==> src/rtl/qed_pkg.sv <==
package qed_pkg;
  typedef enum logic [1:0] {
    EDGE_RISE     = 2'd0,
    EDGE_FALL     = 2'd1,
    EDGE_BOTH     = 2'd2,
    EDGE_BOTH_ALT = 2'd3
  } edge_sel_e;

  typedef struct packed {
    logic up;
    logic down;
    logic bad;
  } step_t;

  localparam int unsigned NUM_LINES = 2;
endpackage

==> src/rtl/qed_rst_sync.sv <==
module qed_rst_sync #(
  parameter int unsigned STAGES = 2
) (
  input  logic clk,
  input  logic rst_n,
  output logic rst_sync_n
);
  logic [STAGES-1:0] chain_q;

  always_ff @(posedge clk or negedge rst_n) begin
    if (!rst_n) chain_q <= '0;
    else        chain_q <= {chain_q[STAGES-2:0], 1'b1};
  end

  assign rst_sync_n = chain_q[STAGES-1];
endmodule

==> src/rtl/qed_in_sync.sv <==
module qed_in_sync #(
  parameter int unsigned STAGES = 2
) (
  input  logic clk,
  input  logic rst_n,
  input  logic async_i,
  output logic sync_o
);
  logic [STAGES-1:0] stage_q;

  always_ff @(posedge clk or negedge rst_n) begin
    if (!rst_n) stage_q <= '0;
    else        stage_q <= {stage_q[STAGES-2:0], async_i};
  end

  assign sync_o = stage_q[STAGES-1];
endmodule

==> src/rtl/qed_glitch_filter.sv <==
module qed_glitch_filter #(
  parameter int unsigned FILT_LEN = 3
) (
  input  logic clk,
  input  logic rst_n,
  input  logic smp_i,
  output logic lvl_o
);
  localparam int unsigned CNT_W = (FILT_LEN > 1) ? $clog2(FILT_LEN) : 1;
  localparam logic [CNT_W-1:0] CNT_LAST = CNT_W'(FILT_LEN - 1);

  logic [CNT_W-1:0] cnt_q, cnt_d;
  logic             lvl_q, lvl_d;
  logic             cnt_en, lvl_en;

  always_comb begin
    cnt_d  = cnt_q;
    lvl_d  = lvl_q;
    cnt_en = 1'b0;
    lvl_en = 1'b0;
    if (smp_i == lvl_q) begin
      cnt_en = (cnt_q != '0);
      cnt_d  = '0;
    end else if (cnt_q == CNT_LAST) begin
      lvl_en = 1'b1;
      lvl_d  = smp_i;
      cnt_en = 1'b1;
      cnt_d  = '0;
    end else begin
      cnt_en = 1'b1;
      cnt_d  = cnt_q + 1'b1;
    end
  end

  always_ff @(posedge clk or negedge rst_n) begin
    if (!rst_n) begin
      cnt_q <= '0;
      lvl_q <= 1'b0;
    end else begin
      if (cnt_en) cnt_q <= cnt_d;
      if (lvl_en) lvl_q <= lvl_d;
    end
  end

  assign lvl_o = lvl_q;
endmodule

==> src/rtl/qed_dir_decode.sv <==
module qed_dir_decode
  import qed_pkg::*;
(
  input  logic                 clk,
  input  logic                 rst_n,
  input  logic [NUM_LINES-1:0] lvl_i,
  input  logic                 quad_mode_i,
  input  logic [1:0]           edge_sel_i,
  output logic                 inc_o,
  output logic                 dec_o,
  output logic                 err_o
);
  logic [NUM_LINES-1:0] prev_q;
  logic [NUM_LINES-1:0] rise, fall, moved;
  logic                 rise_en, fall_en;
  logic                 take_a, take_b;
  edge_sel_e            sel;
  step_t                step;
  logic                 inc_q, dec_q, err_q;
  logic                 err_d;

  assign sel     = edge_sel_e'(edge_sel_i);
  assign rise    = lvl_i & ~prev_q;
  assign fall    = ~lvl_i & prev_q;
  assign moved   = lvl_i ^ prev_q;
  assign rise_en = (sel != EDGE_FALL);
  assign fall_en = (sel != EDGE_RISE);
  assign take_a  = (rise[0] & rise_en) | (fall[0] & fall_en);
  assign take_b  = (rise[1] & rise_en) | (fall[1] & fall_en);

  always_comb begin
    step = '0;
    if (!quad_mode_i) begin
      step.up = take_a;
    end else if (moved == 2'b11) begin
      step.bad = 1'b1;
    end else if (moved[0]) begin
      // A moved: rising with B low counts up, falling with B high counts up
      step.up   = take_a & (rise[0] ? ~lvl_i[1] : lvl_i[1]);
      step.down = take_a & (rise[0] ? lvl_i[1] : ~lvl_i[1]);
    end else if (moved[1]) begin
      // B moved: rising with A high counts up, falling with A low counts up
      step.up   = take_b & (rise[1] ? lvl_i[0] : ~lvl_i[0]);
      step.down = take_b & (rise[1] ? ~lvl_i[0] : lvl_i[0]);
    end
  end

  assign err_d = err_q | step.bad;

  always_ff @(posedge clk or negedge rst_n) begin
    if (!rst_n) begin
      prev_q <= '0;
      inc_q  <= 1'b0;
      dec_q  <= 1'b0;
      err_q  <= 1'b0;
    end else begin
      prev_q <= lvl_i;
      inc_q  <= step.up;
      dec_q  <= step.down;
      err_q  <= err_d;
    end
  end

  assign inc_o = inc_q;
  assign dec_o = dec_q;
  assign err_o = err_q;
endmodule

==> src/rtl/quad_edge_decoder.sv <==
module quad_edge_decoder
  import qed_pkg::*;
#(
  parameter int unsigned SYNC_STAGES = 2,
  parameter int unsigned RST_STAGES  = 2,
  parameter int unsigned FILT_LEN    = 3
) (
  input  logic       clk,
  input  logic       rst_n,
  input  logic       quad_mode,
  input  logic [1:0] edge_sel,
  input  logic       in_a,
  input  logic       in_b,
  output logic       inc_o,
  output logic       dec_o,
  output logic       err_o
);
  logic                 rst_int_n;
  logic [NUM_LINES-1:0] raw_lines;
  logic [NUM_LINES-1:0] synced;
  logic [NUM_LINES-1:0] filtered;

  assign raw_lines = {in_b, in_a};

  qed_rst_sync #(.STAGES(RST_STAGES)) u_rst_sync (
    .clk        (clk),
    .rst_n      (rst_n),
    .rst_sync_n (rst_int_n)
  );

  for (genvar g = 0; g < NUM_LINES; g++) begin : g_line
    qed_in_sync #(.STAGES(SYNC_STAGES)) u_sync (
      .clk     (clk),
      .rst_n   (rst_int_n),
      .async_i (raw_lines[g]),
      .sync_o  (synced[g])
    );
    qed_glitch_filter #(.FILT_LEN(FILT_LEN)) u_filt (
      .clk   (clk),
      .rst_n (rst_int_n),
      .smp_i (synced[g]),
      .lvl_o (filtered[g])
    );
  end

  qed_dir_decode u_decode (
    .clk         (clk),
    .rst_n       (rst_int_n),
    .lvl_i       (filtered),
    .quad_mode_i (quad_mode),
    .edge_sel_i  (edge_sel),
    .inc_o       (inc_o),
    .dec_o       (dec_o),
    .err_o       (err_o)
  );
endmodule

==> config.mk <==
export PLATFORM = sky130hd
export DESIGN_NAME = quad_edge_decoder
export DESIGN_NICKNAME = d
export VERILOG_FILES = /design/src/rtl/qed_pkg.sv /design/src/rtl/qed_rst_sync.sv /design/src/rtl/qed_in_sync.sv /design/src/rtl/qed_glitch_filter.sv /design/src/rtl/qed_dir_decode.sv /design/src/rtl/quad_edge_decoder.sv
export SDC_FILE = /design/constraint.sdc
export NUM_CORES = 1
export LEC_CHECK = 0
export ABC_AREA = 1
export CAP_MARGIN = 20
export CORE_MARGIN = 5
export CORE_UTILIZATION = 40
export DETAILED_ROUTE_END_ITERATION = 10
export SLEW_MARGIN = 20
export SYNTH_ARGS = -nofsm -noshare
export SYNTH_HDL_FRONTEND = slang
export SYNTH_SLANG_ARGS = --single-unit
export TNS_END_PERCENT = 5
==> constraint.sdc <==
create_clock -name clk -period 1.05 [get_ports clk]
set_clock_uncertainty 0.2 [all_clocks]
set_input_delay 0.1575 -clock clk [delete_from_list [all_inputs] [get_ports clk]]
set_output_delay 0.1575 -clock clk [all_outputs]
set_load 0.05 [all_outputs]
==> impl_metrics.csv <==
group,metric,value,unit
pwr,finalPower,3.05,mW
setup_path,r2r_end,"u_decode.inc_o",
synthesis,ys_warn_count,0,
die,die_w,52.3,µm
synthesis,synthTopCellsByArea,"dfrtp_1 (59%), nand2_1 (9.9%), ha_1 (7.0%)",
synthesis,avgSynthCellArea,9.56,µm²
pwr,p_int,1.83,mW
final_layout,n_antenna_cell,0,
setup_path,crit_family,"flip-flops",
synthesis,synth.net_count,86,
pwr,ir_drop,0.00165,V
die,die_h,52.3,µm
detailed_routing,finalWirelength,1170,µm
synthesis,synth_mux_area_share,0,%
final_layout,syn2layout_area_growth,49.6,%
worst_hold_path,min_path_type,"reg -> async",
outcome,violations,"hold timing, setup timing",
pwr,leakagePower,0.509,nW
clock_tree,clk_pin_slew,0.09,ns
synthesis,synth-xor-area-share,2.44,%
setup_path,slowest_delay,0.38,ns
die,start_util,42.0,%
synthesis,synth-adder-area-share,6.98,%
timing,tns,-1.71,ns
synthesis,ys_async_sr_fraction,100,%
outcome,status,"finished with violations",
pwr,p_seq_share,32.9,%
synthesis,synth.most_common_cell,"nand2_1",
timing,rsz0062_at_grt,"yes",
synthesis,netlist_area,717,µm²
clock_tree,cts_sinks,17,
detailed_routing,drt_first_pass_iters,4,
detailed_routing,drt-initial-drc-count,11,
grt,grt_max_degree,10,
setup_path,cp.required,1.07,ns
die,dieArea,2740,µm²
setup_path,cp_slowest_cell,"dfrtp_1",
setup_path,crit_path_end_kind,"register",
placement,pre_cts_ws,-0.296,ns
clock_tree,worstSkewPairLatency,0.28,ns
clock_tree,htreeDepth,1,
setup_path,r2r-start,"u_decode.prev_q[0]",
grt,grt_pass1_wl,2130,µm
placement,dp_hpwl,837,µm
synthesis,synthCells,75,
synthesis,synth_edf_count,0,
synthesis,synth_top_cell_by_area,"dfrtp_1",
placement,io_buffers,9,
clock_tree,root_buffer,"clkbuf_4",
synthesis,yosysTopAreaCellShare,59.3,%
detailed_routing,avgViaCountPerCell,4.16,
die,ios,10,
setup_path,path_cells,"buf_4 > ha_4 > nor2_4 > nor2_2 > nand4_1 > nand2_1",
clock_tree,cts_tree,"built",
die,core,1710,µm²
setup_path,crit_arrival,1.39,ns
timing,worst_slack,-0.318,ns
detailed_routing,via_count,508,
final_layout,fin_nets,109,
setup_path,path_buf_inv,1,
pwr,p_sw,1.21,mW
pwr,clockPowerShare,10.9,%
setup_path,crit_fanout,3,
setup_path,critPathLaunchType,"register",
timing,maxSlewViolCount,0,
final_layout,drive_gt1_share,37.1,%
clock_tree,cts_buffers,3,
synthesis,synth-compound-area-share,5.06,%
clock_tree,clockBufferDepth,2,
pwr,comb_power_share,56.1,%
setup_path,rrSetupSlack,-0.32,ns
timing,fmax,731,MHz
timing,hold_slack,-0.0436,ns
synthesis,ys_seq_elements,17,
synthesis,synthDistinctLibCells,15,
synthesis,synth_top_family_by_area,"simple AND/OR/NAND/NOR gates",
timing,fin_crit,1.37,ns
setup_path,worstRegToRegCells,6,
synthesis,ys.flop_type,"dfrtp_1",
timing,hold_viol,15,
synthesis,yosys.area_share.simple,18.3,%
clock_tree,cts_hold_buf,1,
grt,grt_pass1_vias,525,
detailed_routing,drc,0,
grt,antenna_found_initial,0,
timing,period_share,130,%
setup_path,critPathKind,"reg -> reg",
pwr,switching_share,39.8,%
flow_run,drv_cap,0,
die,rows,15,
placement,place.gp.congestion,0.794,
grt,grt.total_usage,10.6,%
detailed_routing,post_drt_wl_per_cell,9.59,µm
pwr,power_density,2840,nW/µm²
synthesis,synth_seq_area_share,59.3,%
synthesis,synthTopCellsByCount,"nand2_1 (19), dfrtp_1 (17), inv_1 (12)",
detailed_routing,antenna_left,0,
timing,setup_viol,12,
final_layout,final_util,62.8,%
grt,grt-ovfl-total,0,
## cells by family (layout without fill, tap and decap cells)
kind of cell    Yosys count  in the layout
xor+xnor                  2              2
buf+inv                  14             36
simple gates             31             31
compound gates            6              6
flops                    17             17
other cells               1              1
fa+ha+maj                 4              4
## sequential cells by signal, indices dropped and copies added (netlist names)
| name | flops |
|---|---|
| u_decode.prev_q | 2 |
| g_line.u_filt.cnt_q | 4 |
| u_rst_sync.chain_q | 2 |
| g_line.u_filt.lvl_o | 2 |
| u_decode.inc_o | 1 |
| u_decode.err_o | 1 |
| g_line.u_sync.stage_q | 4 |
| u_decode.dec_o | 1 |
## cell type report
| class | count | area (µm²) |
|---|---|---|
| multi-input cells | 44 | 338 |
| flip-flops and latches | 17 | 427 |
| fillers | 127 | 636 |
| inverters | 14 | 52.6 |
| clock buffers | 4 | 26.3 |
| repair buffers | 18 | 198 |
| well taps | 25 | 31.3 |
## power by group through the flow
| stage | registers (mW) | logic [mW] | clock network [mW] |
|---|---|---|---|
| after floorplan | 1.10 | 0.787 | 0 |
| after global placement | 0.991 | 1.36 | 0 |
| after detailed placement | 1.00 | 1.35 | 0 |
| after CTS | 0.986 | 1.50 | 0.349 |
| after global routing | 1.04 | 1.89 | 0.383 |
| final | 1.00 | 1.71 | 0.333 |
## worst max-delay path by stage
stage | start | endpoint | slack (ns) | cells after the start
finish | u_decode.prev_q[0] | u_decode.inc_o | -0.32 | 6
global route | u_decode.prev_q[0] | u_decode.dec_o | -0.39 | 8
floorplan | g_line[1].u_filt.lvl_o | u_decode.inc_o | -0.26 | 8
global placement | edge_sel[1] | u_decode.dec_o | -0.30 | 7
detailed placement | edge_sel[1] | u_decode.dec_o | -0.30 | 7
CTS | u_decode.prev_q[0] | u_decode.dec_o | -0.30 | 8
## what timing repair did
action,CTS,global route
endpoints found under the hold margin,17,15
gates resized for setup,7,13
buffers inserted,0,1
pin swaps,4,6
setup endpoints to repair,12,12
## through the flow
stage               instances  area, µm²
global placement          116        948
global route              122       1070
floorplan                  75        744
detailed placement        116        948
CTS                       121       1010
finish                    122       1070
## cell usage in the layout (no fill, tap or decap)
| master | instances |
|---|---|
| nand4_1 | 1 |
| nor2_2 | 3 |
| ha_2 | 1 |
| inv_2 | 3 |
| inv_1 | 11 |
| nand2_1 | 17 |
| o21ai_1 | 2 |
| clkdlybuf4s50_1 | 6 |
| a21oi_2 | 1 |
| buf_4 | 6 |
| nor3_2 | 3 |
| conb_1 | 1 |
| a21o_1 | 1 |
| buf_12 | 3 |
| xnor2_4 | 1 |
| buf_6 | 2 |
| clkbuf_1 | 1 |
| nor3_1 | 1 |
| nand2_2 | 4 |
| dfrtp_2 | 1 |
| ha_4 | 3 |
| o21ai_0 | 2 |
| dfrtp_1 | 16 |
| nor2_4 | 1 |
| dlygate4sd3_1 | 1 |
| nor2_1 | 1 |
| clkbuf_4 | 3 |
| xnor2_2 | 1 |
## per-layer routing
layer | wire (µm) | track usage, %
met1 | 540 | 14.3
met2 | 561 | 15.7
met3 | 51 | 1.71
met4 | 15 | 6.38
met5 | 0 | 0
Note: power is estimated with default switching activity, not from simulation.
